## src/rtl/tbint_pkg.sv

```systemverilog
package tbint_pkg;

    localparam int NUM_SRC      = 5;
    localparam int NUM_PERIODIC = 4;
    localparam int SLOT_W       = 4;
    localparam int VEC_W        = 12;

    typedef enum logic [2:0] {
        SRC_S16 = 3'd0,
        SRC_A16 = 3'd1,
        SRC_F4  = 3'd2,
        SRC_F1  = 3'd3,
        SRC_PWR = 3'd4
    } src_e;

    typedef logic [NUM_SRC-1:0]      src_vec_t;
    typedef logic [NUM_PERIODIC-1:0] per_vec_t;
    typedef logic [SLOT_W-1:0]       slot_t;

    typedef struct packed {
        logic              valid;
        logic [VEC_W-1:0]  addr;
        src_vec_t          grant;
    } pick_t;

    function automatic logic [VEC_W-1:0] vec_of(src_e s);
        logic [VEC_W-1:0] v;
        case (s)
            SRC_PWR: v = 12'h3FF;
            SRC_F1:  v = 12'h3FE;
            SRC_F4:  v = 12'h3FC;
            SRC_A16: v = 12'h3F8;
            default: v = 12'h3F1;
        endcase
        return v;
    endfunction

    // Which periodic sources a finished slot raises.
    function automatic per_vec_t slot_sources(slot_t slot);
        per_vec_t r;
        r = '0;
        r[SRC_S16] = 1'b1;
        if (slot[1:0] == 2'd1)
            r[SRC_F4] = 1'b1;
        else if (slot == slot_t'(3))
            r[SRC_F1] = 1'b1;
        else
            r[SRC_A16] = 1'b1;
        return r;
    endfunction

endpackage

```

## src/rtl/tbint_slot_timer.sv

```systemverilog
module tbint_slot_timer
    import tbint_pkg::*;
#(
    parameter int TICKS_PER_SLOT = 2048
) (
    input  logic  clk,
    input  logic  rst,
    output logic  slot_end,
    output slot_t slot
);
    localparam int CNT_W = (TICKS_PER_SLOT > 1) ? $clog2(TICKS_PER_SLOT) : 1;
    localparam logic [CNT_W-1:0] LAST = CNT_W'(TICKS_PER_SLOT - 1);

    logic [CNT_W-1:0] tick_q;
    slot_t            slot_q;

    assign slot_end = (tick_q == LAST);
    assign slot     = slot_q;

    always_ff @(posedge clk) begin
        if (rst) begin
            tick_q <= '0;
            slot_q <= '0;
        end else if (slot_end) begin
            tick_q <= '0;
            slot_q <= slot_q + slot_t'(1);
        end else begin
            tick_q <= tick_q + CNT_W'(1);
        end
    end

    // slot index only moves at a slot end, and then by exactly one
    p_slot_hold_r1: assert property (@(posedge clk) disable iff (rst)
        !slot_end |=> $stable(slot_q));
    p_slot_step_r1: assert property (@(posedge clk) disable iff (rst)
        slot_end |=> slot_q == $past(slot_q) + slot_t'(1));

endmodule

```

## src/rtl/tbint_pending.sv

```systemverilog
module tbint_pending
    import tbint_pkg::*;
(
    input  logic     clk,
    input  logic     rst,
    input  logic     slot_end,
    input  slot_t    slot,
    input  per_vec_t src_en,
    input  logic     pwr_up_pulse,
    input  logic     ack,
    input  src_vec_t grant,
    output src_vec_t pending
);
    per_vec_t raw_req;
    src_vec_t set_vec;
    src_vec_t clr_vec;
    src_vec_t pend_q;

    assign raw_req = slot_end ? slot_sources(slot) : '0;
    assign set_vec = {pwr_up_pulse, raw_req & src_en};
    assign clr_vec = ack ? grant : '0;
    assign pending = pend_q;

    always_ff @(posedge clk) begin
        if (rst)
            pend_q <= src_vec_t'(1) << SRC_PWR;
        else
            pend_q <= (pend_q & ~clr_vec) | set_vec;
    end

    for (genvar i = 0; i < NUM_PERIODIC; i++) begin : g_chk
        // a masked source never raises its flag
        p_masked_quiet_r8: assert property (@(posedge clk) disable iff (rst)
            (!src_en[i] && !pend_q[i]) |=> !pend_q[i]);
        // acknowledge drops the presented flag when no new request lands
        p_ack_clears_r6: assert property (@(posedge clk) disable iff (rst)
            (ack && grant[i] && !(raw_req[i] && src_en[i])) |=> !pend_q[i]);
    end

    // power-up pulse always lands, whatever the enables
    p_pwr_lands_r9: assert property (@(posedge clk) disable iff (rst)
        pwr_up_pulse |=> pend_q[SRC_PWR]);

endmodule

```

## src/rtl/tbint_arbiter.sv

```systemverilog
module tbint_arbiter
    import tbint_pkg::*;
(
    input  logic     clk,
    input  logic     rst,
    input  src_vec_t pending,
    output pick_t    pick
);
    always_comb begin
        pick = '0;
        for (int i = NUM_SRC - 1; i >= 0; i--) begin
            if (pending[i] && !pick.valid) begin
                pick.valid    = 1'b1;
                pick.grant[i] = 1'b1;
                pick.addr     = vec_of(src_e'(3'(i)));
            end
        end
    end

    // a single granted source, always one that is pending
    p_grant_onehot_r5: assert property (@(posedge clk) disable iff (rst)
        $onehot0(pick.grant));
    p_grant_subset_r5: assert property (@(posedge clk) disable iff (rst)
        (pick.grant & ~pending) == '0);
    p_valid_match_r5: assert property (@(posedge clk) disable iff (rst)
        pick.valid == (pending != '0));

endmodule

```

## src/rtl/tbint_ctrl.sv

```systemverilog
module tbint_ctrl
    import tbint_pkg::*;
#(
    parameter int TICKS_PER_SLOT = 2048
) (
    input  logic        clk,
    input  logic        rst,
    input  logic        pwr_up_pulse,
    input  logic [3:0]  src_en,
    input  logic        irq_ack,
    output logic        irq_req,
    output logic [11:0] irq_vector,
    output logic [4:0]  irq_pending
);
    logic     slot_end;
    slot_t    slot;
    src_vec_t pend;
    pick_t    pick;

    tbint_slot_timer #(.TICKS_PER_SLOT(TICKS_PER_SLOT)) u_timer (
        .clk      (clk),
        .rst      (rst),
        .slot_end (slot_end),
        .slot     (slot)
    );

    tbint_pending u_pend (
        .clk          (clk),
        .rst          (rst),
        .slot_end     (slot_end),
        .slot         (slot),
        .src_en       (src_en),
        .pwr_up_pulse (pwr_up_pulse),
        .ack          (irq_ack),
        .grant        (pick.grant),
        .pending      (pend)
    );

    tbint_arbiter u_arb (
        .clk     (clk),
        .rst     (rst),
        .pending (pend),
        .pick    (pick)
    );

    assign irq_req     = pick.valid;
    assign irq_vector  = pick.addr;
    assign irq_pending = pend;

    // every presented vector lies in the 0x3F0 page
    p_vector_page_r4: assert property (@(posedge clk) disable iff (rst)
        irq_req |-> irq_vector[11:4] == 8'h3F);
    // first cycle out of reset shows the power-up request
    p_reset_pwr_r10: assert property (@(posedge clk) disable iff (rst)
        $past(rst) |-> (irq_pending == 5'b10000 && irq_vector == 12'h3FF));

endmodule

```

## config.mk

```make
export PLATFORM = sky130hd
export DESIGN_NAME = tbint_ctrl
export DESIGN_NICKNAME = d
export VERILOG_FILES = /design/src/rtl/tbint_pkg.sv /design/src/rtl/tbint_slot_timer.sv /design/src/rtl/tbint_pending.sv /design/src/rtl/tbint_arbiter.sv /design/src/rtl/tbint_ctrl.sv
export SDC_FILE = /design/constraint.sdc
export NUM_CORES = 1
export LEC_CHECK = 0
export BUFFER_PORTS_ARGS = -buffer_cell sky130_fd_sc_hd__buf_2
export CAP_MARGIN = 10
export CORE_MARGIN = 4
export CORE_UTILIZATION = 50
export CTS_BUF_LIST = sky130_fd_sc_hd__clkbuf_4
export DETAILED_ROUTE_END_ITERATION = 10
export PLACE_DENSITY = 0.85
export SYNTH_ARGS = -nofsm -noshare
export SYNTH_HDL_FRONTEND = slang
export SYNTH_SLANG_ARGS = --single-unit
```

## constraint.sdc

```tcl
create_clock -name clk -period 3.9 [get_ports clk]
set_input_delay 0.585 -clock clk [delete_from_list [all_inputs] [get_ports clk]]
set_output_delay 0.585 -clock clk [all_outputs]
set_load 0.005 [all_outputs]
```

==> results of run 1 <==
worst register-to-register path, delay by kind of cell, from the launching register on:
kind | cells | cell delay, ns
AND/OR/NAND/NOR | 2 | 0.85
multiplexers | 1 | 0.39
flip-flops | 1 | 0.36
adder cells (fa/ha/maj) | 1 | 0.24
stage by stage:
step                      total power, mW  std cells
final                               0.325        156
after global routing                0.342        156
after CTS                           0.329        156
after detailed placement            0.241        153
after global placement              0.240        153
after floorplan                     0.234        115
worst paths after layout:
kind                                     start                            to  slack [ns]  depth (start not counted)
hold reg to reg   u_timer.tick_q[0]$_SDFF_PP0_  u_timer.tick_q[0]$_SDFF_PP0_        0.46                          1
setup / recovery  u_pend.pending[4]$_SDFF_PP1_                 irq_vector[7]        1.69                          3
hold / removal    u_timer.tick_q[0]$_SDFF_PP0_  u_timer.tick_q[0]$_SDFF_PP0_        0.46                          1
setup reg to reg  u_timer.tick_q[0]$_SDFF_PP0_  u_timer.slot[0]$_SDFFE_PP0N_        1.95                          4
synth_stat cells (2+ instances only):
library cell,instances
a21oi_1,6
buf_4,8
clkbuf_1,2
dfxtp_1,20
ha_1,3
inv_1,7
nand2_1,4
nand3_1,7
nor2_1,9
nor2b_1,2
o21ai_0,5
o31ai_1,2
or2_2,2
or3_1,6
or4_1,2
xor2_1,2
cell families (layout without fill, tap and decap cells):
group | Yosys count | in the layout | synth area share
compound gates | 26 | 26 | 0.184
flops | 20 | 20 | 0.390
simple gates | 40 | 40 | 0.231
mux | 2 | 2 | 0.0219
other cells | 1 | 2 | 0.00365
buf+inv | 19 | 33 | 0.107
fa+ha+maj | 3 | 3 | 0.0365
xor+xnor | 3 | 3 | 0.0256
state kept, by name, summed over array words and instances (netlist names):
name,flops
u_timer.tick_q,11
u_timer.slot,4
u_pend.pending,5
power breakdown:
group | total (mW) | internal, mW | switching (mW)
Combinational | 0.0256 | 0.0118 | 0.0138
Sequential | 0.210 | 0.207 | 0.00286
Clock | 0.0895 | 0.0359 | 0.0536
Total | 0.325 | 0.255 | 0.0703
metal layers:
layer	vias to the layer above	share of wire	GRT usage	wire length, µm
li1	441	-	-	-
met1	398	0.45	0.186	868
met2	28	0.48	0.269	935
met3	7	0.047	0.00845	91
met4	0	0.024	0.0596	46
met5	-	0	0	0
layout make-up:
cell class | instances | area (µm²) | area share
clock buffer | 3 | 22.5 | 0.0201
multi-input combinational | 76 | 520 | 0.465
timing repair buffer | 23 | 115 | 0.103
inverter | 7 | 26.3 | 0.0235
tap | 27 | 33.8 | 0.0302
sequential | 20 | 400 | 0.358
==> results.txt, run 1 <==
Status -> finished clean
Root Driver -> clkbuf_4
I/O pin count -> 26
Most common cell after layout, fill and taps aside -> buf_2
Top_reg_cell synth -> dfxtp_1
Hold_ws -> 0.459 ns
Cell taking the most area after synthesis -> dfxtp_1
Port buffer count -> 23
WS Path Type -> flop to primary output
CP Launch Type -> flop
Avg WL per Cell -> 12.4 µm
DIE WIDTH -> 53.3 µm
Avg Cell Area, Syn -> 9.01 µm²
P per Cell Area -> 291 nW/µm²
Initial core utilization -> 0.524
WL final -> 1940 µm
Clk slew on worst S/H paths -> 0.10 ns
Crit path max-delay family -> simple AND/OR/NAND/NOR gates
CP max stage delay -> 0.42 ns
Initial antenna violation count -> 0
Die height -> 53.3 µm
Max Cap Viol -> 0
RSZ-0062 raised after global routing -> false
Final worst slack -> 1.69 ns
First-pass GRT wire length -> 3260 µm
Tot GR Track Use -> 0.151
Layout Utilization -> 0.570
Clock tree sinks -> 20
Endpoints failing setup -> 0
P_leak -> 0.462 nW
Cell area after layout -> 1120 µm²
Core area -> 1960 µm²
DP HPWL -> 1490 µm
Worst-Skew Late Latency -> 0.29 ns
Setup WS pre-CTS -> 1.97 ns
Number of gates resized after CTS -> 0
Cell Area, Placed -> 1100 µm²
Vias in the first global route -> 781
Distinct cells, synth -> 43
Synth Cell Area -> 1030 µm²
Initial drt markers -> 20
Via count -> 874
Peak VDD IR -> 0.000214 V
Initial DRT Pass Iterations -> 5
Hold WC Path Type -> flop to flop
Overflow after GRT -> 0
Nets -> 142
Kind of end point of the critical path -> primary output
DRC -> 0
CP arrival -> 1.62 ns
Worst Path Required -> 3.31 ns
# H-tree levels -> 1
Most frequent cells in the layout -> buf_2, dfxtp_1, nor2_1
Fillcell total -> 187
WP buf/inv -> 1
Setup TNS -> 0 ns
CP Cell Sequence -> or3_1 -> or3_1 -> buf_2
Yosys top cell area share -> 0.390
Number of synthesized flops with an enable pin -> 0
Hold buffers post-CTS -> 0
Yosys reg bits -> 20
Post-CTS setup buffers -> 0
Final min period -> 2.21 ns
Area contributors post-synth -> dfxtp_1, buf_4, ha_1
TritonCTS Buffers -> 3
Post-route ant nets -> 0
Max clock buf depth -> 2
Worst slew pin tran -> 0.545 ns
Slowest stage cell, crit path -> or3_1
CP Max Fanout -> 7
Layout cells sized above 1 -> 0.264
Placer Congestion -> 0.702
Final hold violations -> 0
Most used cell, CP -> or3_1
Max Transition Viols Final -> 0
Syn. warnings -> 0
Layout area overhead -> 8.89%
Die ar. -> 2840 µm²
Via density -> 5.60
Skew final -> 0.00439 ns
Worst rel slew slack -> 0.635
FMAX -> 0.453 GHz
Diode count -> 0
Row cnt -> 16
Final period util -> 0.567
Largest net degree at the start of global routing -> 16
CTS tree -> done
Asr flop ratio synth -> 0
Post-synthesis sequential area ratio -> 0.390
Mapped Cells -> 114
(Power assumes the default switching activity.)
==> inputs of run 2 (changes only) <==
- clock period: 3.9 -> 2.11 ns (I/O delays scaled with it)
==> results.txt, run 2 (synthesized netlist as in run 1, its figures left out) <==
Initial drt markers -> 7
Endpoints failing setup -> 0
Avg WL per Cell -> 13.4 µm
Reg-to-reg setup timing slack -> 0.25 ns
Gate power share -> 0.064
Setup TNS -> 0 ns
Max Transition Viols Final -> 0
DRC -> 0
Post-route ant nets -> 0
Slowest stage cell, crit path -> or3_1
CP arrival -> 1.67 ns
Most used cell, CP -> or3_1
Fillcell total -> 183
Most frequent cells in the layout -> buf_2, dfxtp_1, nor2_1
Most flops, register -> u_timer.tick_q
Sw frac -> 0.207
Tot GR Track Use -> 0.171
Max Cap Viol -> 0
Final min period -> 1.98 ns
Flop pwr share -> 0.516
I/O pin count -> 26
WL final -> 2110 µm
First-pass GRT wire length -> 3600 µm
Via density -> 5.62
Int Power -> 598 µW
Placer Congestion -> 0.739
Hold buffers post-CTS -> 0
FMAX -> 0.504 GHz
Nets -> 142
DIE WIDTH -> 53.3 µm
Max clock buf depth -> 2
Die height -> 53.3 µm
Overflow after GRT -> 0
CTS tree -> done
Post-CTS setup buffers -> 0
Final hold violations -> 0
P_sw -> 156 µW
Final worst slack -> 0.127 ns
Worst slew pin tran -> 0.495 ns
Finished Layout Cells -> 157
Vias in the first global route -> 873
Clock power frac -> 0.421
Root Driver -> clkbuf_4
Worst rel slew slack -> 0.668
Die ar. -> 2840 µm²
CP Launch Type -> flop
Skew final -> 0.00854 ns
Clock tree sinks -> 20
Row cnt -> 16
Final period util -> 0.940
Crit path max-delay family -> simple AND/OR/NAND/NOR gates
Kind of end point of the critical path -> primary output
CP Max Fanout -> 7
CP Cell Sequence -> or3_1 -> or3_1 -> buf_2
Placed Instances -> 153
Layout cells sized above 1 -> 0.269
Initial DRT Pass Iterations -> 4
Worst-Skew Late Latency -> 0.31 ns
Initial antenna violation count -> 0
Diode count -> 0
Largest net degree at the start of global routing -> 16
DP HPWL -> 1570 µm
Worst Path Required -> 1.79 ns
Initial core utilization -> 0.524
RSZ-0062 raised after global routing -> false
P_leak -> 0.476 nW
WS Path Type -> flop to primary output
Max reg flops -> 11
Port buffer count -> 23
Number of gates resized after CTS -> 0
Layout area overhead -> 11.8%
# H-tree levels -> 1
TritonCTS Buffers -> 3
Setup WS pre-CTS -> 0.288 ns
Clk slew on worst S/H paths -> 0.11 ns
Hold_ws -> 0.192 ns
Most common cell after layout, fill and taps aside -> buf_2
Via count -> 882
Status -> finished clean
Hold WC Path Type -> input pin to flop
CP max stage delay -> 0.43 ns
P per Cell Area -> 656 nW/µm²
Core area -> 1960 µm²
Peak VDD IR -> 0.000331 V
WP buf/inv -> 1
==> run 2: cell types whose count changed in the layout (fill, tap and decap cells not counted), sizes merged <==
cell | previous run | this run
bufinv | 0 | 1
==> run 2: through the flow <==
stage / power, mW / area (µm²) / util
6_report: 0.754 / 1150 / 0.585
5_1_grt: 0.778 / 1150 / 0.585
4_1_cts: 0.756 / 1150 / 0.585
3_5_place_dp: 0.446 / 1100 / 0.559
3_3_place_gp: 0.443 / 1100 / 0.559
2_1_floorplan: 0.432 / 1030 / -
==> run 2: power groups by stage <==
stage	Combinational (mW)	Sequential (mW)	Clock (mW)
3_3_place_gp	0.0466	0.396	0
3_5_place_dp	0.0483	0.397	0
5_1_grt	0.0555	0.390	0.333
2_1_floorplan	0.0364	0.396	0
4_1_cts	0.0487	0.389	0.318
6_report	0.0480	0.389	0.317
==> run 2: layout make-up <==
class | instances | area [µm²] | share of cell area
sequential | 20 | 400 | 0.349
inverter | 7 | 26.3 | 0.0229
tap | 27 | 33.8 | 0.0294
clock inverter | 1 | 30.0 | 0.0261
timing repair buffer | 23 | 115 | 0.100
clock buffer | 3 | 22.5 | 0.0196
multi-input combinational | 76 | 520 | 0.453
==> run 2: worst paths after layout <==
path | from | to | depth (start not counted)
worst max-delay path | u_pend.pending[4]$_SDFF_PP1_ | irq_req | 3
worst min-delay path | pwr_up_pulse | u_pend.pending[4]$_SDFF_PP1_ | 2
worst max register to register | u_timer.tick_q[0]$_SDFF_PP0_ | u_timer.slot[0]$_SDFFE_PP0N_ | 4
worst min register to register | u_timer.tick_q[0]$_SDFF_PP0_ | u_timer.tick_q[0]$_SDFF_PP0_ | 1
==> run 2: per-layer routing <==
| layer | vias to the layer above | share of wire | GRT usage |
|---|---|---|---|
| li1 | 437 | - | - |
| met1 | 414 | 0.41 | 0.179 |
| met2 | 26 | 0.52 | 0.324 |
| met3 | 5 | 0.051 | 0.0197 |
| met4 | 0 | 0.022 | 0.0936 |
| met5 | - | 0 | 0 |
==> inputs of run 3 (changes only) <==
- ABC_AREA: not set -> 1
- PLACE_DENSITY: 0.85 -> 0.84
- SLEW_MARGIN: not set -> 5
==> results.txt, run 3 <==
Status -> finished clean
Distinct cells, synth -> 24
WL final -> 1990 µm
I/O pin count -> 26
Layout area overhead -> 12.2%
Port buffer count -> 23
Yosys reg bits -> 20
P per Cell Area -> 615 nW/µm²
Layout cells sized above 1 -> 0.233
Clock tree sinks -> 20
Nets -> 175
Overflow after GRT -> 0
Yosys top cell area share -> 0.375
Most common cell after layout, fill and taps aside -> nand2_1
Final hold violations -> 0
First-pass GRT wire length -> 3130 µm
Avg WL per Cell -> 10.5 µm
Most flops, register -> u_timer.tick_q
CP Max Fanout -> 4
Via density -> 4.79
Placer Congestion -> 0.723
Root Driver -> clkbuf_4
Max Transition Viols Final -> 0
Register Area -> 400 µm²
DIE WIDTH -> 54.2 µm
Most frequent cells in the layout -> nand2_1, buf_2, inv_1
Hold_ws -> 0.215 ns
Pwr Total -> 736 µW
Largest net degree at the start of global routing -> 13
Max clock buf depth -> 2
Mapped Cells -> 145
CTS tree -> done
Final min period -> 1.61 ns
Tot GR Track Use -> 0.146
Initial drt markers -> 14
WS Path Type -> flop to primary output
Max reg flops -> 11
TritonCTS Buffers -> 3
Initial antenna violation count -> 0
Die height -> 54.2 µm
Number of synthesized flops with an enable pin -> 0
Area contributors post-synth -> dfxtp_1, nand2_1, inv_1
Skew final -> 0.00264 ns
Endpoints failing setup -> 0
Hold WC Path Type -> input pin to flop
CP arrival -> 1.29 ns
Fillcell total -> 198
Max Cap Viol -> 0
Kind of end point of the critical path -> primary output
CP Launch Type -> flop
Most frequent cells after synthesis -> nand2_1, inv_1, dfxtp_1, nor2_1, a21oi_1
Avg Cell Area, Syn -> 7.36 µm²
Row cnt -> 16
Post-synthesis sequential area ratio -> 0.375
Synth Cell Area -> 1070 µm²
DP HPWL -> 1620 µm
Syn. warnings -> 0
Footprint of the multi-input gates -> 509 µm²
Clk slew on worst S/H paths -> 0.11 ns
FMAX -> 0.622 GHz
Count leader, synth -> nand2_1
Initial core utilization -> 0.533
Via count -> 911
Top_reg_cell synth -> dfxtp_1
P_leak -> 0.542 nW
Hold buffers post-CTS -> 0
Worst-Skew Late Latency -> 0.30 ns
Initial DRT Pass Iterations -> 4
Post-CTS setup buffers -> 0
Asr flop ratio synth -> 0
Worst Path Required -> 1.79 ns
Diode count -> 0
Vias in the first global route -> 794
Die ar. -> 2940 µm²
Setup TNS -> 0 ns
Peak VDD IR -> 0.000347 V
Number of gates resized after CTS -> 0
DRC -> 0
Cell taking the most area after synthesis -> dfxtp_1
RSZ-0062 raised after global routing -> false
# H-tree levels -> 1
Post-route ant nets -> 0
Final period util -> 0.762
Core area -> 2000 µm²
[run 3: final timing paths]
| check | endpoint | startpoint | slack, ns | cells past startpoint |
|---|---|---|---|---|
| setup / recovery | irq_vector[0] | u_pend.pending[3]$_SDFF_PP0_ | 0.50 | 4 |
| hold / removal | u_pend.pending[4]$_SDFF_PP1_ | pwr_up_pulse | 0.22 | 3 |
| setup reg to reg | u_timer.tick_q[6]$_SDFF_PP0_ | u_timer.tick_q[0]$_SDFF_PP0_ | 0.76 | 6 |
| hold reg to reg | u_timer.tick_q[0]$_SDFF_PP0_ | u_timer.tick_q[0]$_SDFF_PP0_ | 0.47 | 1 |
[run 3: power by group]
group / internal (mW) / total (mW) / switching, mW / leakage (nW)
sequential: 0.383 / 0.387 / 0.00392 / 0.162
combinational: 0.0175 / 0.0416 / 0.0241 / 0.352
clock: 0.192 / 0.308 / 0.116 / 0.0279
[run 3: kinds of logic (layout without fill, tap and decap cells)]
kind of cell | Yosys count | after routing | share of synthesized area
simple gates | 68 | 68 | 0.321
buf+inv | 33 | 50 | 0.151
flops | 20 | 20 | 0.375
compound gates | 15 | 15 | 0.0727
xor+xnor | 5 | 5 | 0.0410
fa+ha+maj | 3 | 3 | 0.0352
other cells | 1 | 2 | 0.00351
[run 3: worst max-delay path: stages, from the launching register on]
cell     delay, ns
dfxtp_1       0.34
nor2_1        0.22
nand3_1       0.15
o21ai_0       0.15
buf_2         0.13
[run 3: cell type report]
class,instances,area share
Sequential cell,20,0.334
Clock buffer,3,0.0188
Timing Repair Buffer,23,0.0961
Multi-Input combinational cell,93,0.425
Clock inverter,1,0.0251
Inverter,23,0.0721
Tap cell,27,0.0282
[run 3: routing by layer]
layer	wire, µm	vias to the layer above	global-route usage	part of all wire
met2	1020	20	0.279	0.51
li1	-	473	-	-
met4	25	0	0.0622	0.013
met5	0	-	0	0
met1	838	415	0.148	0.42
met3	110	3	0.0332	0.055
[run 3: metrics by stage]
| step | setup slack, ns | instance area [µm²] | util | std cells |
|---|---|---|---|---|
| 2_1_floorplan | 0.843 | 1070 | - | 146 |
| 3_3_place_gp | 0.855 | 1140 | 0.572 | 186 |
| 3_5_place_dp | 0.777 | 1140 | 0.572 | 186 |
| 4_1_cts | 0.491 | 1200 | 0.598 | 190 |
| 5_1_grt | 0.334 | 1200 | 0.598 | 190 |
| 6_report | 0.503 | 1200 | 0.598 | 190 |
